`src/rtl/i2c_sg_pkg.sv`:
```
package i2c_sg_pkg;
   typedef enum logic [2:0] {
      SG_IDLE,
      SG_WAIT,
      SG_HOLD,
      SG_LOW,
      SG_OWN,
      SG_RCV_LO,
      SG_RCV_HI
   } sg_state_e;
endpackage

```
`src/rtl/i2c_sg_filter.sv`:
```
module i2c_sg_filter #(
   parameter int LEN_W   = 4,
   parameter bit RST_VAL = 1'b1
) (
   input  logic             clk,
   input  logic             rst_n,
   input  logic             raw_i,
   input  logic [LEN_W-1:0] len_i,
   output logic             filt_o
);
   logic [1:0]       sync_q;
   logic [LEN_W-1:0] cnt_q;
   logic             filt_q;

   always_ff @(posedge clk or negedge rst_n) begin
      if (!rst_n) begin
         sync_q <= {2{RST_VAL}};
         cnt_q  <= '0;
         filt_q <= RST_VAL;
      end else begin
         sync_q <= {sync_q[0], raw_i};
         if (sync_q[1] == filt_q) begin
            cnt_q <= '0;
         end else if (cnt_q >= len_i) begin
            filt_q <= sync_q[1];
            cnt_q  <= '0;
         end else begin
            cnt_q <= cnt_q + 1'b1;
         end
      end
   end

   assign filt_o = filt_q;
endmodule

```
`src/rtl/i2c_sg_tick.sv`:
```
module i2c_sg_tick #(
   parameter int DIV = 4
) (
   input  logic clk,
   input  logic rst_n,
   output logic tick_o
);
   generate
      if (DIV == 1) begin : g_direct
         assign tick_o = 1'b1;
      end else begin : g_count
         localparam int DW = $clog2(DIV);
         logic [DW-1:0] div_q;
         always_ff @(posedge clk or negedge rst_n) begin
            if (!rst_n)                      div_q <= '0;
            else if (div_q == DW'(DIV - 1))  div_q <= '0;
            else                             div_q <= div_q + 1'b1;
         end
         assign tick_o = (div_q == DW'(DIV - 1));
      end
   endgenerate
endmodule

```
`src/rtl/i2c_sg_watch.sv`:
```
module i2c_sg_watch #(
   parameter int LIM_W = 12
) (
   input  logic             clk,
   input  logic             rst_n,
   input  logic             tick_i,
   input  logic             blk_en_i,
   input  logic             free_en_i,
   input  logic [LIM_W-1:0] limit_i,
   output logic             expired_o,
   output logic             free_ok_o
);
   logic [LIM_W-1:0] blk_q;
   logic [LIM_W-1:0] free_q;

   always_ff @(posedge clk or negedge rst_n) begin
      if (!rst_n) begin
         blk_q  <= '0;
         free_q <= '0;
      end else begin
         if (!blk_en_i)                    blk_q <= '0;
         else if (tick_i && (blk_q != '1)) blk_q <= blk_q + 1'b1;
         if (!free_en_i)                    free_q <= '0;
         else if (tick_i && (free_q != '1)) free_q <= free_q + 1'b1;
      end
   end

   assign expired_o = blk_en_i && (limit_i != '0) && (blk_q >= limit_i);
   assign free_ok_o = free_en_i && (free_q >= limit_i);
endmodule

```
`src/rtl/i2c_start_gen.sv`:
```
module i2c_start_gen #(
   parameter int ADDR_W     = 7,
   parameter int NB_W       = 8,
   parameter int FILT_W     = 4,
   parameter int LIM_W      = 12,
   parameter int TICK_DIV   = 4,
   parameter int HOLD_CYC   = 8,
   parameter int LOW_CYC    = 8,
   parameter int RCV_PULSES = 9
) (
   input  logic              clk,
   input  logic              rst_n,
   input  logic              enable_i,
   input  logic              req_start_i,
   input  logic              req_read_i,
   input  logic [ADDR_W-1:0] req_addr_i,
   input  logic [NB_W-1:0]   req_nbytes_i,
   input  logic              recover_i,
   input  logic              eng_release_i,
   input  logic [FILT_W-1:0] filt_len_i,
   input  logic [LIM_W-1:0]  to_limit_i,
   input  logic              idle_probe_i,
   input  logic              clr_tout_i,
   input  logic              clr_berr_i,
   input  logic              scl_i,
   input  logic              sda_i,
   output logic              scl_oe_o,
   output logic              sda_oe_o,
   output logic              busy_o,
   output logic              tout_o,
   output logic              berr_o,
   output logic              irq_o,
   output logic              xfer_go_o,
   output logic              xfer_read_o,
   output logic [ADDR_W-1:0] xfer_addr_o,
   output logic [NB_W-1:0]   xfer_nbytes_o
);
   import i2c_sg_pkg::*;

   localparam int PH_MAX  = (HOLD_CYC > LOW_CYC) ? HOLD_CYC : LOW_CYC;
   localparam int PH_W    = $clog2(PH_MAX + 1);
   localparam int PULSE_W = $clog2(RCV_PULSES + 1);
   localparam int N_LINES = 2;

   generate
      if (HOLD_CYC < 2) begin : g_bad_hold
         $error("HOLD_CYC must be at least 2");
      end
      if (LOW_CYC < 2) begin : g_bad_low
         $error("LOW_CYC must be at least 2");
      end
      if (RCV_PULSES < 1) begin : g_bad_rcv
         $error("RCV_PULSES must be at least 1");
      end
      if (TICK_DIV < 1) begin : g_bad_div
         $error("TICK_DIV must be at least 1");
      end
      if (FILT_W < 1 || FILT_W > 8) begin : g_bad_filt
         $error("FILT_W must lie in 1..8");
      end
   endgenerate

   // line conditioning: index 0 = SCL, index 1 = SDA
   logic [N_LINES-1:0] raw_v;
   logic [N_LINES-1:0] filt_v;
   assign raw_v = {sda_i, scl_i};

   generate
      for (genvar li = 0; li < N_LINES; li++) begin : g_line
         i2c_sg_filter #(.LEN_W(FILT_W), .RST_VAL(1'b1)) u_filt (
            .clk    (clk),
            .rst_n  (rst_n),
            .raw_i  (raw_v[li]),
            .len_i  (filt_len_i),
            .filt_o (filt_v[li])
         );
      end
   endgenerate

   logic scl_f, sda_f;
   assign scl_f = filt_v[0];
   assign sda_f = filt_v[1];

   logic tick;
   i2c_sg_tick #(.DIV(TICK_DIV)) u_tick (
      .clk    (clk),
      .rst_n  (rst_n),
      .tick_o (tick)
   );

   sg_state_e          state_q;
   logic [PH_W-1:0]    ph_q;
   logic [PULSE_W-1:0] pulse_q;
   logic               blk_en, free_en, expired, free_ok, start_ok;

   assign blk_en  = ((state_q == SG_WAIT) && !(scl_f && sda_f)) ||
                    ((state_q == SG_HOLD) && !scl_f) ||
                    ((state_q == SG_RCV_HI) && !scl_f);
   assign free_en = (state_q == SG_WAIT) && scl_f && sda_f;

   i2c_sg_watch #(.LIM_W(LIM_W)) u_watch (
      .clk       (clk),
      .rst_n     (rst_n),
      .tick_i    (tick),
      .blk_en_i  (blk_en),
      .free_en_i (free_en),
      .limit_i   (to_limit_i),
      .expired_o (expired),
      .free_ok_o (free_ok)
   );

   assign start_ok = idle_probe_i ? free_ok : (scl_f && sda_f);

   always_ff @(posedge clk or negedge rst_n) begin
      if (!rst_n) begin
         state_q       <= SG_IDLE;
         ph_q          <= '0;
         pulse_q       <= '0;
         scl_oe_o      <= 1'b0;
         sda_oe_o      <= 1'b0;
         busy_o        <= 1'b0;
         tout_o        <= 1'b0;
         berr_o        <= 1'b0;
         xfer_go_o     <= 1'b0;
         xfer_read_o   <= 1'b0;
         xfer_addr_o   <= '0;
         xfer_nbytes_o <= '0;
      end else if (!enable_i) begin
         state_q   <= SG_IDLE;
         ph_q      <= '0;
         pulse_q   <= '0;
         scl_oe_o  <= 1'b0;
         sda_oe_o  <= 1'b0;
         busy_o    <= 1'b0;
         tout_o    <= 1'b0;
         berr_o    <= 1'b0;
         xfer_go_o <= 1'b0;
      end else begin
         xfer_go_o <= 1'b0;
         if (clr_tout_i) tout_o <= 1'b0;
         if (clr_berr_i) berr_o <= 1'b0;
         if (expired) begin
            state_q  <= SG_IDLE;
            scl_oe_o <= 1'b0;
            sda_oe_o <= 1'b0;
            busy_o   <= 1'b0;
            if (!scl_f) tout_o <= 1'b1;
            else        berr_o <= 1'b1;
         end else begin
            unique case (state_q)
               SG_IDLE: begin
                  if (req_start_i) begin
                     xfer_read_o   <= req_read_i;
                     xfer_addr_o   <= req_addr_i;
                     xfer_nbytes_o <= req_nbytes_i;
                     busy_o        <= 1'b1;
                     state_q       <= SG_WAIT;
                  end else if (recover_i) begin
                     busy_o   <= 1'b1;
                     scl_oe_o <= 1'b1;
                     ph_q     <= '0;
                     pulse_q  <= '0;
                     state_q  <= SG_RCV_LO;
                  end
               end
               SG_WAIT: begin
                  if (start_ok) begin
                     sda_oe_o <= 1'b1;
                     ph_q     <= '0;
                     state_q  <= SG_HOLD;
                  end
               end
               SG_HOLD: begin
                  if (scl_f) begin
                     if (ph_q == PH_W'(HOLD_CYC - 1)) begin
                        scl_oe_o <= 1'b1;
                        ph_q     <= '0;
                        state_q  <= SG_LOW;
                     end else begin
                        ph_q <= ph_q + 1'b1;
                     end
                  end
               end
               SG_LOW: begin
                  if (ph_q == PH_W'(LOW_CYC - 1)) begin
                     xfer_go_o <= 1'b1;
                     ph_q      <= '0;
                     state_q   <= SG_OWN;
                  end else begin
                     ph_q <= ph_q + 1'b1;
                  end
               end
               SG_OWN: begin
                  if (eng_release_i) begin
                     scl_oe_o <= 1'b0;
                     sda_oe_o <= 1'b0;
                     busy_o   <= 1'b0;
                     state_q  <= SG_IDLE;
                  end
               end
               SG_RCV_LO: begin
                  if (ph_q == PH_W'(LOW_CYC - 1)) begin
                     scl_oe_o <= 1'b0;
                     ph_q     <= '0;
                     state_q  <= SG_RCV_HI;
                  end else begin
                     ph_q <= ph_q + 1'b1;
                  end
               end
               SG_RCV_HI: begin
                  if (scl_f) begin
                     if (ph_q == PH_W'(HOLD_CYC - 1)) begin
                        ph_q <= '0;
                        if (pulse_q == PULSE_W'(RCV_PULSES - 1)) begin
                           busy_o  <= 1'b0;
                           state_q <= SG_IDLE;
                        end else begin
                           pulse_q  <= pulse_q + 1'b1;
                           scl_oe_o <= 1'b1;
                           state_q  <= SG_RCV_LO;
                        end
                     end else begin
                        ph_q <= ph_q + 1'b1;
                     end
                  end
               end
               default: state_q <= SG_IDLE;
            endcase
         end
      end
   end

   assign irq_o = tout_o | berr_o;
endmodule

```
`config.mk`:
```
export PLATFORM = sky130hd
export DESIGN_NAME = i2c_start_gen
export DESIGN_NICKNAME = d
export VERILOG_FILES = /design/src/rtl/i2c_sg_pkg.sv /design/src/rtl/i2c_sg_filter.sv /design/src/rtl/i2c_sg_tick.sv /design/src/rtl/i2c_sg_watch.sv /design/src/rtl/i2c_start_gen.sv
export SDC_FILE = /design/constraint.sdc
export NUM_CORES = 1
export LEC_CHECK = 0
export ABC_AREA = 1
export BUFFER_PORTS_ARGS = -buffer_cell sky130_fd_sc_hd__buf_4
export CORE_UTILIZATION = 55
export DETAILED_ROUTE_END_ITERATION = 16
export PLACE_DENSITY = 0.85
export SYNTH_ARGS = -nofsm -noshare
export SYNTH_HDL_FRONTEND = slang
export SYNTH_SLANG_ARGS = --single-unit
```
`constraint.sdc`:
```
create_clock -name clk -period 2.6 [get_ports clk]
set_clock_uncertainty 0.05 [all_clocks]
set_input_delay 0.13 -clock clk [delete_from_list [all_inputs] [get_ports clk]]
set_output_delay 0.13 -clock clk [all_outputs]
set_load 0.02 [all_outputs]
```
==> results of run 1 <==
## state kept, by name, indices dropped and copies added (netlist names), 3 cells and up
| register | cells |
|---|---|
| pulse_q | 4 |
| xfer_addr_o | 7 |
| ph_q | 4 |
| u_watch.blk_q | 12 |
| g_line.u_filt.cnt_q | 8 |
| xfer_nbytes_o | 8 |
| state_q | 3 |
| g_line.u_filt.sync_q | 4 |
| u_watch.free_q | 12 |
## routing by layer
layer / vias up / wire, um / part of all wire, %
met3: 19 / 563 / 5.3
met4: 0 / 217 / 2.1
met1: 1967 / 4490 / 43
met2: 125 / 5280 / 50
li1: 2085 / - / -
met5: - / 0 / 0
## cells by family after synthesis
kind of cell / count (synthesis) / share of synthesized area [%]
compound gates: 61 / 7.92
buf+inv: 85 / 7.20
fa+ha+maj: 40 / 11.1
flops: 73 / 40.6
xor+xnor: 9 / 1.74
simple gates: 318 / 31.2
mux: 1 / 0.249
## area by class of cell
type	instances	share of cell area, %
clock buffers	10	2.30
repair buffers	88	12.8
inverters	81	5.56
well taps	102	2.30
flip-flops and latches	73	33.0
clock inverters	6	1.62
multi-input cells	429	42.4
## final timing paths
path / from / end / slack [ns] / cells after the start
min reg2reg: g_line[0].u_filt.sync_q[0]$_DFF_PN1_ / g_line[0].u_filt.sync_q[1]$_DFF_PN1_ / 0.31 / 0
max: ph_q[0]$_DFFE_PN0P_ / state_q[0]$_DFFE_PN0P_ / 0.52 / 10
max reg2reg: ph_q[0]$_DFFE_PN0P_ / state_q[0]$_DFFE_PN0P_ / 0.52 / 10
min: enable_i / berr_o$_DFF_PN0_ / 0.1 / 3
max in group asynchronous: rst_n / xfer_nbytes_o[5]$_DFFE_PN0P_ / 1.52 / 2
min in group asynchronous: rst_n / u_watch.blk_q[5]$_DFFE_PN0P_ / 0.38 / 2
## power breakdown
part / switching, W / internal [W]
clock network: 0.000452 / 0.000544
registers: 0.000185 / 0.00137
logic: 0.000946 / 0.000572
## worst reg2reg max path, delay by kind of cell (launching register included)
family / cells / cell delay [ns]
adder cells (fa/ha/maj): 1 / 0.21
flip-flops: 1 / 0.40
AND/OR/NAND/NOR: 7 / 0.81
AO/OA/AOI/OAI: 1 / 0.43
buffers and inverters: 1 / 0.08
## stage by stage
stage / util [%] / cells / worst slack [ns]
after floorplan: - / 587 / 0.795
after global placement: 65.4 / 752 / 0.701
after detailed placement: 65.4 / 752 / 0.607
after CTS: 70.9 / 789 / 0.563
after global routing: 70.9 / 789 / 0.386
final: 70.9 / 789 / 0.519
## timing repair
item | CTS | global route
hold endpoints to repair | 87 | 0
gates resized for setup | 0 | 0
hold buffers | 21 | 0
## Yosys cell counts (6+ instances only)
cell and number:
a21oi_1 20, dfrtp_1 67, dfstp_2 6, ha_1 40
inv_1 75, nand2_1 179, nand3_1 34, nand4_1 13
nor2_1 53, nor3_1 14, o21ai_0 18, o31ai_1 6
==> impl_metrics.py, run 1 <==
metrics = {
    "floorplan": {
        "start_util_pct": 57.6,
        "core_sq_um": 7850,
        "fp.dieW_um": 92.6,
        "fp.dieArea_sq_um": 8580,
        "io_pins": 66,
        "fp-row-count": 32,
        "die_h_um": 92.6,
    },
    "pwr": {
        "p_leak_nw": 2.94,
        "p_per_area_nw_per_um2": 731,
        "ir_worst_vdd_uv": 550,
        "power_w": 0.00407,
    },
    "worst_setup_path": {
        "cp_slowest_cell": "o311ai_2",
        "slowest_delay_ns": 0.43,
        "crit_path_start_kind": "flip-flop",
        "cp_cell_sequence": "ha_1, nand2_1, nor2_1, nand2_1, nand2_1, inv_1, o311ai_2, nand3_2, nand2_1, nand2_1",
        "end_kind": "flip-flop",
        "crit_required_ns": 2.80,
        "arrival_ns": 2.28,
        "path_class": "flip-flop to flip-flop",
        "path_buf_inv": 1,
        "worst_path_most_repeated_cell": "nand2_1",
        "cp_max_fo": 5,
        "path_delay_family": "simple AND/OR/NAND/NOR gates",
    },
    "worst_hold_path": {
        "hold_path.class": "primary input to flip-flop",
    },
    "final_layout": {
        "multi_input_area_sq_um": 2360,
        "layout_common_cells": "nand2_1, inv_1, dfrtp_1, buf_4, nor2_1",
        "n_antenna_cell": 0,
        "final_common_cell": "nand2_1",
        "filler_cell_count": 626,
        "final-seq-area_sq_um": 1830,
        "area_delta_synth_final_pct": 23.1,
        "finalNetCount": 765,
        "drive_gt1_share_pct": 16.7,
        "final_area_sq_um": 5560,
    },
    "synth": {
        "synth.distinct_cells": 39,
        "synth_area_sq_um": 4520,
        "ys_ff_latch": 73,
        "yosysTopAreaCell": "dfrtp_1",
        "syn_nets": 670,
        "async_flop_share_pct": 100,
        "ys_seq_area_share_pct": 40.6,
        "syn_avg_cell_area_sq_um": 7.70,
        "synth-edff-count": 0,
        "ys_top_cells_by_area": "dfrtp_1, nand2_1, ha_1",
        "synth_top_area_share_pct": 37.1,
        "synthFlopType": "dfrtp_1",
        "yosys_warnings": 0,
        "synth_cells": 587,
    },
    "cts": {
        "cts_tree": "built",
        "post-cts-setup-buffers": 0,
        "clk_pin_slew_worst_paths_ns": 0.08,
        "clock-sinks": 73,
        "clk_path_buf_depth": 2,
        "htree_levels": 3,
        "numCtsBuffers": 9,
        "cts_root_buf": "clkbuf_8",
        "clock_latency_ns": 0.36,
    },
    "global_route": {
        "use_met3_pct": 4.84,
        "met1_usage_pct": 32.3,
        "grt_pass1_vias": 4222,
        "track_usage_pct": 27.1,
        "grt_max_degree": 74,
        "grt_first_pass_wirelength_mm": 18.3,
        "busiest_layer": "met2",
        "use_met2_pct": 48.5,
        "antenna_found_initial": 0,
        "overflow": 0,
    },
    "run_status": {
        "status": "complete, no violations",
    },
    "routing": {
        "wire_per_inst_um": 13.4,
        "dr.first_iter.drc_count": 157,
        "drc_errors": 0,
        "viasPerCell": 5.32,
        "postRouteWirelength_mm": 10.6,
        "detail-route-antenna-nets": 0,
        "drt_pre_antenna_iters": 5,
        "dr_total_vias": 4196,
    },
    "timing": {
        "fmax_mhz": 481,
        "worst_pin_slew_ns": 0.914,
        "finalHoldViolations": 0,
        "drv_slew": 0,
        "period_share_pct": 80.0,
        "slew_headroom_pct": 39.1,
        "rsz0062_at_grt": "false",
        "tns_ns": 0,
        "period_minus_slack_ns": 2.08,
        "holdWs_ns": 0.0979,
        "setup_viol": 0,
    },
    "job": {
        "max_cap_violations": 0,
    },
    "place": {
        "dp_hpwl_mm": 7.76,
        "gp_congestion": 0.912,
        "io_buffers": 65,
        "placed_area_sq_um": 5130,
    },
}
No activity file was read; power rests on OpenSTA's default activity.
==> run 2: changes to the inputs <==
--- a/config.mk
+++ b/config.mk
@@ -5,11 +5,11 @@
 export SDC_FILE = /design/constraint.sdc
 export NUM_CORES = 1
 export LEC_CHECK = 0
-export ABC_AREA = 1
+export ABC_AREA = 0
 export BUFFER_PORTS_ARGS = -buffer_cell sky130_fd_sc_hd__buf_4
 export CORE_UTILIZATION = 55
 export DETAILED_ROUTE_END_ITERATION = 16
-export PLACE_DENSITY = 0.85
+export PLACE_DENSITY = 0.86
 export SYNTH_ARGS = -nofsm -noshare
 export SYNTH_HDL_FRONTEND = slang
 export SYNTH_SLANG_ARGS = --single-unit
==> constraint.sdc (replaced) <==
create_clock -name clk -period 2.1 [get_ports clk]
set_clock_uncertainty 0.05 [all_clocks]
set_input_delay 0.105 -clock clk [delete_from_list [all_inputs] [get_ports clk]]
set_output_delay 0.105 -clock clk [all_outputs]
set_load 0.02 [all_outputs]
==> impl_metrics.py, run 2 <==
metrics = {
    "cts": {
        "clock_latency_ns": 0.35,
        "htree_levels": 3,
        "cts_tree": "built",
        "numCtsBuffers": 9,
        "cts_root_buf": "clkbuf_8",
        "clk_pin_slew_worst_paths_ns": 0.08,
        "clock-sinks": 73,
        "clk_path_buf_depth": 2,
    },
    "final_layout": {
        "n_antenna_cell": 0,
        "layout_common_cells": "buf_4, dfrtp_1, nor2_1",
        "drive_gt1_share_pct": 29.1,
        "filler_cell_count": 459,
        "area_delta_synth_final_pct": 30.9,
        "final_common_cell": "buf_4",
        "finalNetCount": 639,
        "final_area_sq_um": 5600,
        "reg.largest.list": "u_watch.blk_q x12, u_watch.free_q x12",
        "final_cells": 660,
    },
    "place": {
        "placed_area_sq_um": 5030,
        "pre_cts_ws_ns": -0.0495,
        "gp_congestion": 0.912,
        "dp.cells": 615,
        "dp_hpwl_mm": 7.12,
        "io_buffers": 65,
    },
    "synth": {
        "synth_area_sq_um": 4280,
        "ys_ff_latch": 73,
        "yosys_warnings": 0,
        "synth_most_common_cell": "dfrtp_1",
        "synth.distinct_cells": 54,
        "synth_top_area_share_pct": 39.2,
        "synth_cells": 437,
        "synth-edff-count": 0,
        "synthFlopType": "dfrtp_1",
        "yosysTopAreaCell": "dfrtp_1",
        "syn_avg_cell_area_sq_um": 9.80,
        "ys_top_cells_by_area": "dfrtp_1, ha_1, mux2_2",
        "ys_seq_area_share_pct": 42.8,
        "synth_common_cells": "dfrtp_1, nor2_1, ha_1",
        "syn_nets": 520,
        "async_flop_share_pct": 100,
    },
    "worst_setup_path": {
        "slowest_delay_ns": 0.40,
        "cp_max_fo": 3,
        "path_class": "flip-flop to flip-flop",
        "end_kind": "flip-flop",
        "cp_slowest_cell": "dfrtp_1",
        "crit_required_ns": 2.30,
        "cp_cell_sequence": "inv_2, ha_4, nand2b_4, a2111o_1, nand4_1, a41oi_4, nand4bb_1, o32ai_1",
        "arrival_ns": 2.35,
        "crit_path_start_kind": "flip-flop",
    },
    "floorplan": {
        "start_util_pct": 58.1,
        "core_sq_um": 7370,
        "fp-row-count": 31,
        "fp.dieW_um": 90.2,
        "fp.dieArea_sq_um": 8140,
        "io_pins": 66,
        "die_h_um": 90.2,
    },
    "routing": {
        "detail-route-antenna-nets": 0,
        "drc_errors": 0,
        "drt_pre_antenna_iters": 5,
        "dr_total_vias": 3719,
        "postRouteWirelength_mm": 10.7,
        "dr.first_iter.drc_count": 168,
        "viasPerCell": 5.63,
        "wire_per_inst_um": 16.3,
    },
    "timing": {
        "fin_ws_ns": -0.0460,
        "drv_slew": 0,
        "period_share_pct": 102,
        "setup_viol": 1,
        "finalHoldViolations": 0,
        "tns_ns": -0.0460,
        "rsz0062_at_grt": "true",
        "period_minus_slack_ns": 2.15,
        "fmax_mhz": 466,
        "worst_pin_slew_ns": 0.904,
        "slew_headroom_pct": 39.7,
    },
    "worst_hold_path": {
        "hold_path.class": "primary input to flip-flop",
    },
    "pwr": {
        "ir_worst_vdd_uv": 459,
        "p_per_area_nw_per_um2": 941,
        "p_leak_nw": 2.57,
    },
    "run_status": {
        "violations": "setup timing",
        "status": "finished with violations",
    },
    "job": {
        "max_cap_violations": 0,
    },
    "global_route": {
        "grt_pass1_vias": 3721,
        "antenna_found_initial": 0,
        "grt_first_pass_wirelength_mm": 17.2,
        "overflow": 0,
        "track_usage_pct": 26.3,
        "grt_max_degree": 74,
    },
}
==> run 2: changes by cell type after synthesis, moves of 8 or more <==
cell / delta
nand2b_1: +9
or3_1: +8
nor2_1: -10
nand2_1: -146
a21oi_1: +8
mux2_2: +18
xnor2_1: +10
inv_1: -44
nand3_1: -11
==> run 2: path summary, 6_finish.rpt <==
kind                                                        end  cells after the start  slack (ns)                            startpoint
max                                         ph_q[3]$_DFFE_PN0P_                      8       -0.05          u_watch.blk_q[0]$_DFFE_PN0P_
min                                         ph_q[3]$_DFFE_PN0P_                      3        0.08                              enable_i
max reg2reg                                 ph_q[3]$_DFFE_PN0P_                      8       -0.05          u_watch.blk_q[0]$_DFFE_PN0P_
min reg2reg                g_line[0].u_filt.sync_q[1]$_DFF_PN1_                      0        0.31  g_line[0].u_filt.sync_q[0]$_DFF_PN1_
max in group asynchronous        u_watch.free_q[11]$_DFFE_PN0P_                      2        0.99                                 rst_n
min in group asynchronous                pulse_q[2]$_DFFE_PN0P_                      2        0.37                                 rst_n
==> run 2: power by group <==
part / switching [W] / internal (W)
sequential: 0.000236 / 0.00172
clock: 0.000557 / 0.000431
combinational: 0.00124 / 0.00110
total: 0.00203 / 0.00324
==> run 2: stage by stage <==
stage / utilization [%] / total power (W) / hold WS [ns]
floorplan: - / 0.00327 / -0.241
global placement: 68.3 / 0.00398 / 0.165
detailed placement: 68.3 / 0.00407 / 0.165
CTS: 73.7 / 0.00510 / 0.0591
global route: 76.0 / 0.00556 / 0.0732
finish: 76.0 / 0.00527 / 0.0766
==> run 2: repair_timing <==
action / in CTS / in global routing
resized for setup: 1 / 20
pin swaps: 7 / 8
hold buffers: 21 / 0
hold endpoints to repair: 87 / 0
buffers inserted: 2 / 6
setup endpoints to repair: 4 / 19
==> run 2: final cells by class <==
cell class | count | area [sq um] | share of cell area (%)
inverters | 31 | 116 | 2.08
repair buffers | 119 | 957 | 17.1
clock inverters | 6 | 43.8 | 0.781
multi-input cells | 322 | 2400 | 42.8
flip-flops and latches | 73 | 1840 | 32.8
well taps | 99 | 124 | 2.21
clock buffers | 10 | 128 | 2.28
==> run 2: cell families (layout without fill, tap and decap cells) <==
kind of cell,count (synthesis),in the layout,share of synthesized area [%]
compound gates,73,73,12.0
xor+xnor,22,22,4.50
mux,23,23,5.93
buf+inv,42,166,3.83
fa+ha+maj,40,40,11.7
flops,73,73,42.8
simple gates,164,164,19.2
==> run 2: layer usage <==
| layer | part of all wire (%) | up-vias | wire length (um) | track usage, % |
|---|---|---|---|---|
| met5 | 0 | - | 0 | 0 |
| li1 | - | 1777 | - | - |
| met2 | 52 | 106 | 5590 | 45.5 |
| met4 | 2.6 | 0 | 280 | 8.87 |
| met1 | 41 | 1811 | 4450 | 32.8 |
| met3 | 3.9 | 25 | 422 | 5.41 |
==> run 2: critical path: cells and delay by family (launching register included) <==
| kind | cells | cell delay (ns) |
|---|---|---|
| AOI/OAI and AO/OA | 3 | 0.76 |
| adders and majority gates | 1 | 0.19 |
| buffers and inverters | 1 | 0.08 |
| DFF | 1 | 0.40 |
| and+or+nand+nor | 3 | 0.58 |
==> run 3: changes to the inputs <==
--- a/config.mk
+++ b/config.mk
@@ -9,7 +9,9 @@
 export BUFFER_PORTS_ARGS = -buffer_cell sky130_fd_sc_hd__buf_4
 export CORE_UTILIZATION = 55
 export DETAILED_ROUTE_END_ITERATION = 16
-export PLACE_DENSITY = 0.86
+export PLACE_DENSITY = 0.85
+export SLEW_MARGIN = 20
 export SYNTH_ARGS = -nofsm -noshare
 export SYNTH_HDL_FRONTEND = slang
+export SYNTH_HIERARCHICAL = 1
 export SYNTH_SLANG_ARGS = --single-unit
==> impl_metrics.py, run 3 <==
metrics = {
    "floorplan": {
        "fp.dieW_um": 92.5,
        "fp.dieArea_sq_um": 8550,
        "die_h_um": 92.5,
        "core_sq_um": 7810,
        "io_pins": 66,
        "fp-row-count": 32,
        "start_util_pct": 57.7,
    },
    "synth": {
        "synth.distinct_cells": 71,
        "synth_top_area_share_pct": 37.2,
        "syn_nets": 532,
        "yosysTopAreaCell": "dfrtp_1",
        "synth_cells": 449,
        "ys_ff_latch": 73,
        "ys_top_cells_by_area": "dfrtp_1, ha_1, mux2_2",
        "yosys_warnings": 6,
        "synth_most_common_cell": "dfrtp_1",
        "synth-edff-count": 0,
        "async_flop_share_pct": 100,
        "ys_seq_area_share_pct": 40.7,
        "syn_avg_cell_area_sq_um": 10.0,
        "synth_common_cells": "dfrtp_1, ha_1, inv_1",
        "synth_area_sq_um": 4500,
        "synthFlopType": "dfrtp_1",
    },
    "global_route": {
        "grt_first_pass_wirelength_mm": 22.8,
        "overflow": 0,
        "grt_max_degree": 44,
        "grt_pass1_vias": 4723,
        "antenna_found_initial": 0,
        "track_usage_pct": 34.8,
    },
    "final_layout": {
        "final_area_sq_um": 6600,
        "final-seq-area_sq_um": 1840,
        "filler_cell_count": 386,
        "drive_gt1_share_pct": 40.3,
        "area_delta_synth_final_pct": 46.6,
        "n_antenna_cell": 0,
        "finalNetCount": 708,
        "final_common_cell": "buf_4",
        "multi_input_area_sq_um": 2850,
        "layout_common_cells": "buf_4, dfrtp_1, inv_1",
        "final_core_util_pct": 84.6,
        "reg.largest.list": "u_watch/blk_q x12, u_watch/free_q x12",
    },
    "pwr": {
        "p_per_area_nw_per_um2": 926,
        "power_w": 0.00612,
        "ir_worst_vdd_uv": 848,
        "p_leak_nw": 3.14,
    },
    "timing": {
        "setup_viol": 32,
        "fin_ws_ns": -0.864,
        "tns_ns": -22.66,
        "period_share_pct": 141,
        "fmax_mhz": 337,
        "finalHoldViolations": 0,
        "rsz0062_at_grt": "true",
        "drv_slew": 0,
        "slew_headroom_pct": 59.6,
        "period_minus_slack_ns": 2.96,
        "worst_pin_slew_ns": 0.596,
    },
    "cts": {
        "clock_latency_ns": 0.37,
        "htree_levels": 3,
        "clock-sinks": 73,
        "cts_tree": "built",
        "numCtsBuffers": 9,
        "cts_root_buf": "clkbuf_8",
        "clk_path_buf_depth": 2,
        "clk_pin_slew_worst_paths_ns": 0.08,
    },
    "routing": {
        "postRouteWirelength_mm": 15.3,
        "dr_total_vias": 4565,
        "detail-route-antenna-nets": 0,
        "viasPerCell": 6.24,
        "wire_per_inst_um": 20.9,
        "drt_pre_antenna_iters": 5,
        "dr.first_iter.drc_count": 328,
        "drc_errors": 0,
    },
    "job": {
        "max_cap_violations": 0,
    },
    "run_status": {
        "violations": "setup timing",
        "status": "finished with violations",
    },
    "place": {
        "dp_hpwl_mm": 8.09,
        "gp_congestion": 0.891,
        "placed_area_sq_um": 5680,
        "io_buffers": 65,
    },
    "worst_setup_path": {
        "crit_path_start_kind": "flip-flop",
        "worst-r2r-cell-count": 10,
        "arrival_ns": 3.19,
        "cp_max_fo": 4,
        "end_kind": "flip-flop",
        "crit_required_ns": 2.32,
        "path_class": "flip-flop to flip-flop",
    },
    "worst_hold_path": {
        "hold_path.class": "primary input to flip-flop",
        "hold_depth": 3,
    },
}
==> run 3: cell count changes in the layout (fill, tap and decap cells not counted), sizes merged, moves of 4 or more <==
cell      before  now
a2111oi        0    7
mux2i          4    8
clkinvlp       4    0
nor2          43   33
nand3         23   19
nor3          12    7
or4            1    5
buf           98  153
inv           32   38
xnor2         15    6
a21oi         28   20
==> run 3: logic make-up (layout without fill, tap and decap cells) <==
logic type	after synthesis	count (layout)	synth area share, %
simple gates	158	159	19.7
compound gates	87	87	14.3
flops	73	73	40.7
buf+inv	49	229	4.31
fa+ha+maj	40	40	11.1
mux	29	29	7.28
xor+xnor	13	13	2.53
==> run 3: layout make-up <==
class                   instances  share of cell area [%]
clock buffers                  12                    2.35
clock inverters                 4                    1.50
inverters                      40                    2.29
multi-input cells             328                    43.1
flip-flops and latches         73                    27.8
well taps                     102                    1.93
repair buffers                173                    21.0
==> run 3: worst max-delay path, stage by stage (launching register included) <==
cell      delay (ns)
dfstp_2         0.58
nand2_2         0.07
nor3_1          0.36
buf_4           0.20
clkinv_1        0.08
o32ai_1         0.12
nand2_1         0.10
o211a_1         0.14
or4_4           0.58
or4_1           0.41
mux2i_1         0.19
==> run 3: per-layer routing <==
layer	GRT usage (%)	routed length, um
met2	61.0	7880
met4	21.1	853
met3	6.32	972
met1	39.3	5600
met5	0	0
==> run 3: per-stage QoR <==
stage	setup slack, ns	hold slack, ns	instances
final	-0.864	0.0378	732
after global routing	-1.01	0.0448	732
after CTS	-0.737	0.00345	726
after detailed placement	-0.932	0.0145	682
after global placement	-0.792	0.0116	682
after floorplan	-0.816	-0.241	449
==> run 3: repair_timing <==
| action | 4_1_cts | 5_1_grt |
|---|---|---|
| resized for setup | 36 | 26 |
| pin swaps | 11 | 11 |
| hold buffers | 20 | 0 |
| setup endpoints to repair | 33 | 40 |
| buffers inserted | 10 | 6 |
| gates cloned | 1 | 0 |
| endpoints found under the hold margin | 49 | 0 |
==> run 3: path summary, 6_finish.rpt <==
kind | endpoint | slack (ns) | startpoint
worst max-delay path | ph_q[3]$_DFFE_PN0P_ | -0.86 | g_line[0].u_filt/filt_o$_DFFE_PN1P_
worst min-delay path | tout_o$_DFF_PN0_ | 0.04 | clr_tout_i
worst max register to register | ph_q[3]$_DFFE_PN0P_ | -0.86 | g_line[0].u_filt/filt_o$_DFFE_PN1P_
max in group asynchronous | u_watch/blk_q[9]$_DFFE_PN0P_ | 1.23 | rst_n
min in group asynchronous | state_q[1]$_DFFE_PN0P_ | 0.17 | rst_n
worst min register to register | g_line[1].u_filt/sync_q[1]$_DFF_PN1_ | 0.31 | g_line[1].u_filt/sync_q[0]$_DFF_PN1_
==> run 3: power by group <==
group          switching, W  internal, W
registers          0.000238      0.00171
logic               0.00141      0.00132
clock network      0.000583     0.000858
total               0.00223      0.00389
